### src/rtl/gpio_irq_pkg.sv
package gpio_irq_pkg;

  typedef enum logic [1:0] {
    TRIG_RISE = 2'd0,
    TRIG_FALL = 2'd1,
    TRIG_HIGH = 2'd2,
    TRIG_LOW  = 2'd3
  } trig_kind_e;

  localparam int NUM_KINDS = 4;

  localparam logic [7:0] OFS_LEVEL     = 8'h00;
  localparam logic [7:0] OFS_SENSE_EN  = 8'h04;
  localparam logic [7:0] OFS_DRIVE_EN  = 8'h08;
  localparam logic [7:0] OFS_DRIVE_VAL = 8'h0C;
  localparam logic [7:0] OFS_INVERT    = 8'h40;
  localparam logic [7:0] OFS_TRIG_BASE = 8'h18;

  // enable register of trigger kind k; pending sits one word above
  function automatic logic [7:0] trig_en_ofs(int k);
    return OFS_TRIG_BASE + 8'(k * 8);
  endfunction

  function automatic logic [7:0] trig_pend_ofs(int k);
    return OFS_TRIG_BASE + 8'(k * 8 + 4);
  endfunction

  // condition of one trigger kind from current and previous synced level
  function automatic logic trig_cond(trig_kind_e kind, logic cur, logic prv);
    case (kind)
      TRIG_RISE: return cur & ~prv;
      TRIG_FALL: return ~cur & prv;
      TRIG_HIGH: return cur;
      default:   return ~cur;
    endcase
  endfunction

  // one pin's interrupt: any kind both pending and enabled
  function automatic logic pin_irq(logic [NUM_KINDS-1:0] pend,
                                   logic [NUM_KINDS-1:0] en);
    return |(pend & en);
  endfunction

endpackage

### src/rtl/gpio_in_sync.sv
module gpio_in_sync #(
  parameter int NUM_PINS = 32,
  parameter int STAGES   = 2
) (
  input  logic                clk,
  input  logic                rst_n,
  input  logic [NUM_PINS-1:0] pin_in,
  output logic [NUM_PINS-1:0] cur,
  output logic [NUM_PINS-1:0] prv
);

  logic [STAGES-1:0][NUM_PINS-1:0] stage_q;
  logic [NUM_PINS-1:0]             prv_q;

  always_ff @(posedge clk) begin
    if (!rst_n) stage_q[0] <= '0;
    else        stage_q[0] <= pin_in;
  end

  for (genvar s = 1; s < STAGES; s++) begin : g_stage
    always_ff @(posedge clk) begin
      if (!rst_n) stage_q[s] <= '0;
      else        stage_q[s] <= stage_q[s-1];
    end
  end

  always_ff @(posedge clk) begin
    if (!rst_n) prv_q <= '0;
    else        prv_q <= stage_q[STAGES-1];
  end

  assign cur = stage_q[STAGES-1];
  assign prv = prv_q;

endmodule

### src/rtl/gpio_trig_bank.sv
module gpio_trig_bank
  import gpio_irq_pkg::*;
#(
  parameter int         NUM_PINS = 32,
  parameter trig_kind_e KIND     = TRIG_RISE
) (
  input  logic                clk,
  input  logic                rst_n,
  input  logic [NUM_PINS-1:0] cur,
  input  logic [NUM_PINS-1:0] prv,
  input  logic [NUM_PINS-1:0] clr,
  output logic [NUM_PINS-1:0] hit,
  output logic [NUM_PINS-1:0] pend
);

  logic [NUM_PINS-1:0] pend_q;

  always_comb begin
    for (int n = 0; n < NUM_PINS; n++) hit[n] = trig_cond(KIND, cur[n], prv[n]);
  end

  always_ff @(posedge clk) begin
    if (!rst_n) pend_q <= '0;
    else        pend_q <= (pend_q | hit) & ~clr;
  end

  assign pend = pend_q;


  pend_sticky_chk: assert property (@(posedge clk) disable iff (!rst_n)
    1'b1 |=> (($past(pend) & ~$past(clr) & ~pend) == '0));


  clear_wins_chk: assert property (@(posedge clk) disable iff (!rst_n)
    1'b1 |=> ((pend & $past(clr)) == '0));


  cond_sets_chk: assert property (@(posedge clk) disable iff (!rst_n)
    1'b1 |=> (($past(hit) & ~$past(clr) & ~pend) == '0));

endmodule

### src/rtl/gpio_regfile.sv
module gpio_regfile
  import gpio_irq_pkg::*;
#(
  parameter int NUM_PINS = 32,
  parameter int ADDR_W   = 8
) (
  input  logic                                 clk,
  input  logic                                 rst_n,
  input  logic [ADDR_W-1:0]                    bus_addr,
  input  logic                                 bus_wr,
  input  logic [31:0]                          bus_wdata,
  output logic [31:0]                          bus_rdata,
  input  logic [NUM_PINS-1:0]                  level,
  input  logic [NUM_KINDS-1:0][NUM_PINS-1:0]   pend,
  output logic [NUM_PINS-1:0]                  sense_en,
  output logic [NUM_PINS-1:0]                  drive_en,
  output logic [NUM_PINS-1:0]                  drive_val,
  output logic [NUM_PINS-1:0]                  invert,
  output logic [NUM_KINDS-1:0][NUM_PINS-1:0]   trig_en,
  output logic [NUM_KINDS-1:0][NUM_PINS-1:0]   clr
);

  logic [NUM_PINS-1:0] wd;
  assign wd = bus_wdata[NUM_PINS-1:0];

  function automatic logic hit_at(logic [ADDR_W-1:0] a, logic [7:0] ofs);
    return a == ADDR_W'(ofs);
  endfunction

  always_ff @(posedge clk) begin
    if (!rst_n) begin
      sense_en  <= '0;
      drive_en  <= '0;
      drive_val <= '0;
      invert    <= '0;
    end else if (bus_wr) begin
      if (hit_at(bus_addr, OFS_SENSE_EN))  sense_en  <= wd;
      if (hit_at(bus_addr, OFS_DRIVE_EN))  drive_en  <= wd;
      if (hit_at(bus_addr, OFS_DRIVE_VAL)) drive_val <= wd;
      if (hit_at(bus_addr, OFS_INVERT))    invert    <= wd;
    end
  end

  for (genvar k = 0; k < NUM_KINDS; k++) begin : g_kind
    always_ff @(posedge clk) begin
      if (!rst_n)                                       trig_en[k] <= '0;
      else if (bus_wr && hit_at(bus_addr, trig_en_ofs(k))) trig_en[k] <= wd;
    end
    assign clr[k] = (bus_wr && hit_at(bus_addr, trig_pend_ofs(k))) ? wd : '0;
  end

  always_comb begin
    bus_rdata = '0;
    if (hit_at(bus_addr, OFS_LEVEL))     bus_rdata = 32'(level & sense_en);
    if (hit_at(bus_addr, OFS_SENSE_EN))  bus_rdata = 32'(sense_en);
    if (hit_at(bus_addr, OFS_DRIVE_EN))  bus_rdata = 32'(drive_en);
    if (hit_at(bus_addr, OFS_DRIVE_VAL)) bus_rdata = 32'(drive_val);
    if (hit_at(bus_addr, OFS_INVERT))    bus_rdata = 32'(invert);
    for (int k = 0; k < NUM_KINDS; k++) begin
      if (hit_at(bus_addr, trig_en_ofs(k)))   bus_rdata = 32'(trig_en[k]);
      if (hit_at(bus_addr, trig_pend_ofs(k))) bus_rdata = 32'(pend[k]);
    end
  end


  level_ro_chk: assert property (@(posedge clk) disable iff (!rst_n)
    (bus_wr && hit_at(bus_addr, OFS_LEVEL)) |=>
      ($stable(sense_en) && $stable(drive_en) && $stable(drive_val) && $stable(invert)));

endmodule

### src/rtl/gpio_irq_ctrl.sv
module gpio_irq_ctrl
  import gpio_irq_pkg::*;
#(
  parameter int NUM_PINS    = 32,
  parameter int ADDR_W      = 8,
  parameter int SYNC_STAGES = 2
) (
  input  logic                clk,
  input  logic                rst_n,
  input  logic [ADDR_W-1:0]   bus_addr,
  input  logic                bus_wr,
  input  logic [31:0]         bus_wdata,
  output logic [31:0]         bus_rdata,
  input  logic [NUM_PINS-1:0] pin_in,
  output logic [NUM_PINS-1:0] pin_out,
  output logic [NUM_PINS-1:0] pin_oe,
  output logic [NUM_PINS-1:0] irq
);

  logic [NUM_PINS-1:0]                cur, prv;
  logic [NUM_PINS-1:0]                sense_en, drive_en, drive_val, invert;
  logic [NUM_KINDS-1:0][NUM_PINS-1:0] trig_en, clr, pend, hit;

  gpio_in_sync #(.NUM_PINS(NUM_PINS), .STAGES(SYNC_STAGES)) u_sync (
    .clk(clk), .rst_n(rst_n), .pin_in(pin_in), .cur(cur), .prv(prv)
  );

  for (genvar k = 0; k < NUM_KINDS; k++) begin : g_bank
    gpio_trig_bank #(.NUM_PINS(NUM_PINS), .KIND(trig_kind_e'(k))) u_bank (
      .clk(clk), .rst_n(rst_n), .cur(cur), .prv(prv),
      .clr(clr[k]), .hit(hit[k]), .pend(pend[k])
    );
  end

  gpio_regfile #(.NUM_PINS(NUM_PINS), .ADDR_W(ADDR_W)) u_regs (
    .clk(clk), .rst_n(rst_n),
    .bus_addr(bus_addr), .bus_wr(bus_wr), .bus_wdata(bus_wdata), .bus_rdata(bus_rdata),
    .level(cur), .pend(pend),
    .sense_en(sense_en), .drive_en(drive_en), .drive_val(drive_val), .invert(invert),
    .trig_en(trig_en), .clr(clr)
  );

  for (genvar n = 0; n < NUM_PINS; n++) begin : g_pin
    logic [NUM_KINDS-1:0] p_bits, e_bits;
    for (genvar k = 0; k < NUM_KINDS; k++) begin : g_k
      assign p_bits[k] = pend[k][n];
      assign e_bits[k] = trig_en[k][n];
    end
    assign irq[n] = pin_irq(p_bits, e_bits);
  end

  assign pin_out = drive_val ^ invert;
  assign pin_oe  = drive_en;


  irq_gated_chk: assert property (@(posedge clk) disable iff (!rst_n)
    (irq & ~(trig_en[0] | trig_en[1] | trig_en[2] | trig_en[3])) == '0);


  irq_quiet_chk: assert property (@(posedge clk) disable iff (!rst_n)
    (trig_en == '0) |-> (irq == '0));

endmodule

### config.mk
export PLATFORM = sky130hd
export DESIGN_NAME = gpio_irq_ctrl
export DESIGN_NICKNAME = d
export VERILOG_FILES = /design/src/rtl/gpio_irq_pkg.sv /design/src/rtl/gpio_in_sync.sv /design/src/rtl/gpio_trig_bank.sv /design/src/rtl/gpio_regfile.sv /design/src/rtl/gpio_irq_ctrl.sv
export SDC_FILE = /design/constraint.sdc
export NUM_CORES = 1
export LEC_CHECK = 0
export ABC_CLOCK_PERIOD_IN_PS = 2100
export BUFFER_PORTS_ARGS = -buffer_cell sky130_fd_sc_hd__clkbuf_2
export CORE_MARGIN = 10
export CORE_UTILIZATION = 45
export CTS_BUF_LIST = sky130_fd_sc_hd__clkbuf_4 sky130_fd_sc_hd__clkbuf_8
export CTS_CLUSTER_SIZE = 14
export DETAILED_ROUTE_END_ITERATION = 8
export SYNTH_ARGS = -nofsm -noshare
export SYNTH_HDL_FRONTEND = slang
export SYNTH_SLANG_ARGS = --single-unit
### constraint.sdc
create_clock -name clk -period 2.1 [get_ports clk]
set_clock_uncertainty 0.15 [all_clocks]
set_input_delay 0.105 -clock clk [delete_from_list [all_inputs] [get_ports clk]]
set_output_delay 0.105 -clock clk [all_outputs]
set_load 0.01 [all_outputs]
==> qor.txt <==
status: complete, but fails checks
failing checks: setup timing
syn nets: 2797
multi-input logic area: 0.0117 sq mm
Critical Path End Type: output port
clock tree buffer depth: 3
Crit Path Category: reg2out
Port Buf Inserts: 202
routability cong.: 0.987
Via density: 6.00
FFs w/ async S/R, synth: 0
Top-Level Pins: 203
wire per inst: 24.5 um
sequential cell area: 0.00975 sq mm
GRT met1 Usage: 0.447
Layout Cells excl Fill: 3859
Hold Path Sink: u_regs.sense_en[19]
ANT nets after route: 0
VDD IR-drop max: 0.673 mV
crit path DAT: 2380 ps
die width: 238 um
Clk pin slew, worst setup/hold paths: 60 ps
Synth Warn #: 0
M3 GR Usage: 0.0863
clk sinks: 480
total CTS buffers: 84
Final Critical Period: 2640 ps
Worst Slack Setup Final: -538 ps
NumNets Final: 3267
largest net degree at the start of global routing: 101
hold path cells: 8
Initial Util: 0.457
Remaining DRCs: 0
final instance area: 0.0295 sq mm
crit path max fanout: 2
Least-Margin Pin Slew: 532 ps
Top delay family on crit path: compound AO/OA/AOI/OAI gates
Power Density: 689 mW/mm^2
RSZ-0062 raised after global routing: true
FP Rows: 79
DP Area: 0.0247 sq mm
Cell variety after synth: 54
R2R depth: 4
flop2flop setup slack: 550 ps
Relative slew margins: 0.645
hpwl dp: 64400 um
FILL cells: 4124
hold path start: bus_addr[5]
Setup TNS Final: -9080 ps
syn avg cell area: 7.87 sq um
Max stage delay cell, worst path: o211ai_1
Synth top area share: 0.449
final hold vios: 0
Synth Flop Type: dfxtp_1
Root Driver: clkbuf_8
FF-to-FF Start: u_sync.cur[20]
vias: 23100
leading area contributor after synthesis: dfxtp_1
CTS H-tree lvls: 3
critical path startpoint category: flop
reg2reg end: g_bank[2].u_bank.pend[20]
area growth from synthesis to final layout: 37.6%
Fmax: 379 MHz
die height: 238 um
Tcrit/Tclk final: 1.26
die area: 0.0567 sq mm
Max Cap Viol: 0
GRT Overall Usage: 0.319
Routed Wire Length: 94600 um
final slew viol count: 0
CTS tree: yes
Final setup viols: 32
Crit path required time: 1850 ps
ranking of synthesized cells by area: dfxtp_1 45%, nand2_1 11%, a21boi_1 8.4%
worst min-delay path category: in2reg
pre-CTS setup slack: -853 ps
Post-Synthesis Cell Area: 0.0214 sq mm
Worst-Skew Late Latency: 700 ps
total gr overflow: 0
global-route met2 utilization: 0.462
number of enable flip-flop cells after synthesis: 0
Iter 0 DRT Violations: 3010
first-pass GRT wire length: 138000 um
First-pass DRT Iterations: 6
CP max stage delay: 400 ps
Lkg Pwr: 11.6 nW
CP Cell Sequence: o21a_1, o21ai_1, o211ai_1, o221ai_1, a21oi_1, buf_4, buf_6
initial antenna violation count: 2
dpl cells: 3536
Seq cells post-synth: 480
Buf/Inv on CP: 2
sequential area share after synthesis: 0.449
vias in the first global route: 21700
CORE AREA: 0.0469 sq mm
Syn Inst Count: 2722
busiest layer in global routing: met2
share of post-route cells with drive strength above 1: 0.277
-- power by group --
group | total [mW] | leakage, nW | switching (mW) | internal [mW]
clock | 9.22 | 0.941 | 4.04 | 5.18
sequential | 9.49 | 3.94 | 0.185 | 9.30
combinational | 1.60 | 6.69 | 0.902 | 0.699
-- synthesized netlist by cell type, types with 22 or more instances --
cell type / instances
nor2b_1: 39
dfxtp_1: 480
nand2_1: 646
buf_2: 34
a21boi_1: 241
and2_1: 106
nor2_1: 60
o21ai_1: 23
a211oi_1: 25
o22ai_1: 39
nor3_1: 22
nand2b_1: 26
a22oi_1: 72
xor2_1: 32
clkbuf_1: 192
inv_1: 49
a21oi_1: 219
and3_1: 26
o21ai_0: 212
-- cell type report --
| type | instances | share of cell area |
|---|---|---|
| multi-input combinational | 1957 | 0.398 |
| clock buffer | 129 | 0.0569 |
| antenna | 2 | 0.000170 |
| sequential | 480 | 0.331 |
| clock inverter | 15 | 0.00386 |
| tap | 607 | 0.0258 |
| inverter | 50 | 0.00739 |
| timing repair buffer | 619 | 0.177 |
-- per-stage QoR --
| step | hold slack (ps) | power, mW | util |
|---|---|---|---|
| after detailed placement | 164 | 10.9 | 0.527 |
| final | 207 | 20.3 | 0.629 |
| after global placement | 160 | 10.9 | 0.527 |
| after global routing | 219 | 20.9 | 0.629 |
| after floorplan | 82.3 | 10.3 | - |
| after CTS | 145 | 20.3 | 0.614 |
-- sequential cells by signal, indices dropped and copies added, names as in the netlist --
register,flops
u_regs.invert,32
u_regs.drive_en,32
u_sync.prv,32
u_sync.stage_q,32
u_sync.cur,32
u_regs.trig_en,128
g_bank.u_bank.pend,128
u_regs.sense_en,32
u_regs.drive_val,32
-- layout by cell type, fill, tap and decap left out, types with 16 or more instances in the layout --
cell / n
nand2_1: 631
dfxtp_1: 414
a21boi_1: 241
buf_4: 222
a21oi_1: 194
clkbuf_2: 168
o21ai_0: 166
dlygate4sd3_1: 123
clkbuf_8: 114
and2_1: 102
a22oi_1: 72
nor2_1: 54
buf_12: 47
dfxtp_2: 44
nor2b_1: 39
o21ai_1: 36
o22ai_1: 32
xor2_1: 32
inv_1: 30
o21ai_2: 28
buf_2: 27
nand2b_1: 25
buf_6: 25
and3_1: 22
dfxtp_4: 22
a21oi_2: 20
nand3_1: 19
o221ai_1: 17
a211oi_2: 16
a21boi_0: 16
clkbuf_4: 16
-- how the worst max path moves through the flow --
| stage | end | slack, ps | cells after the start | start |
|---|---|---|---|---|
| finish | bus_rdata[1] | -540 | 7 | u_sync.cur[1] |
| global route | bus_rdata[1] | -580 | 7 | u_sync.cur[1] |
| CTS | bus_rdata[16] | -520 | 9 | u_sync.cur[16] |
| detailed placement | bus_rdata[24] | -850 | 13 | bus_addr[7] |
| global placement | bus_rdata[24] | -840 | 13 | bus_addr[7] |
| floorplan | bus_rdata[14] | 110 | 9 | bus_addr[5] |
-- worst reg2reg max path, stage by stage, from the launching register on --
cell	delay, ps
dfxtp_4	350
buf_4	140
o21ai_0	150
a21oi_1	60
dlygate4sd3_1	580
-- layer usage --
metal	part of all wire	vias to the layer above
met4	0.028	0
met1	0.43	11300
li1	-	10300
met3	0.12	181
met5	0	-
met2	0.42	1383
-- cell families (layout without fill, tap and decap cells) --
| logic type | after synthesis | count (layout) | synth area share |
|---|---|---|---|
| xor+xnor | 32 | 32 | 0.0131 |
| flops | 480 | 480 | 0.449 |
| compound gates | 947 | 947 | 0.280 |
| other cells | 0 | 2 | 0 |
| mux | 6 | 6 | 0.00280 |
| buf+inv | 285 | 813 | 0.0523 |
| simple gates | 972 | 972 | 0.203 |
-- timing repair --
action                                 4_1_cts  5_1_grt
setup endpoints to repair                   32       32
gates resized for setup                    276      161
pin swaps                                  103       75
endpoints found under the hold margin      480        0
hold buffers                               123        0
buffers inserted                            37       23
cloned                                       0        1
Note: power is estimated with default switching activity, not from simulation.
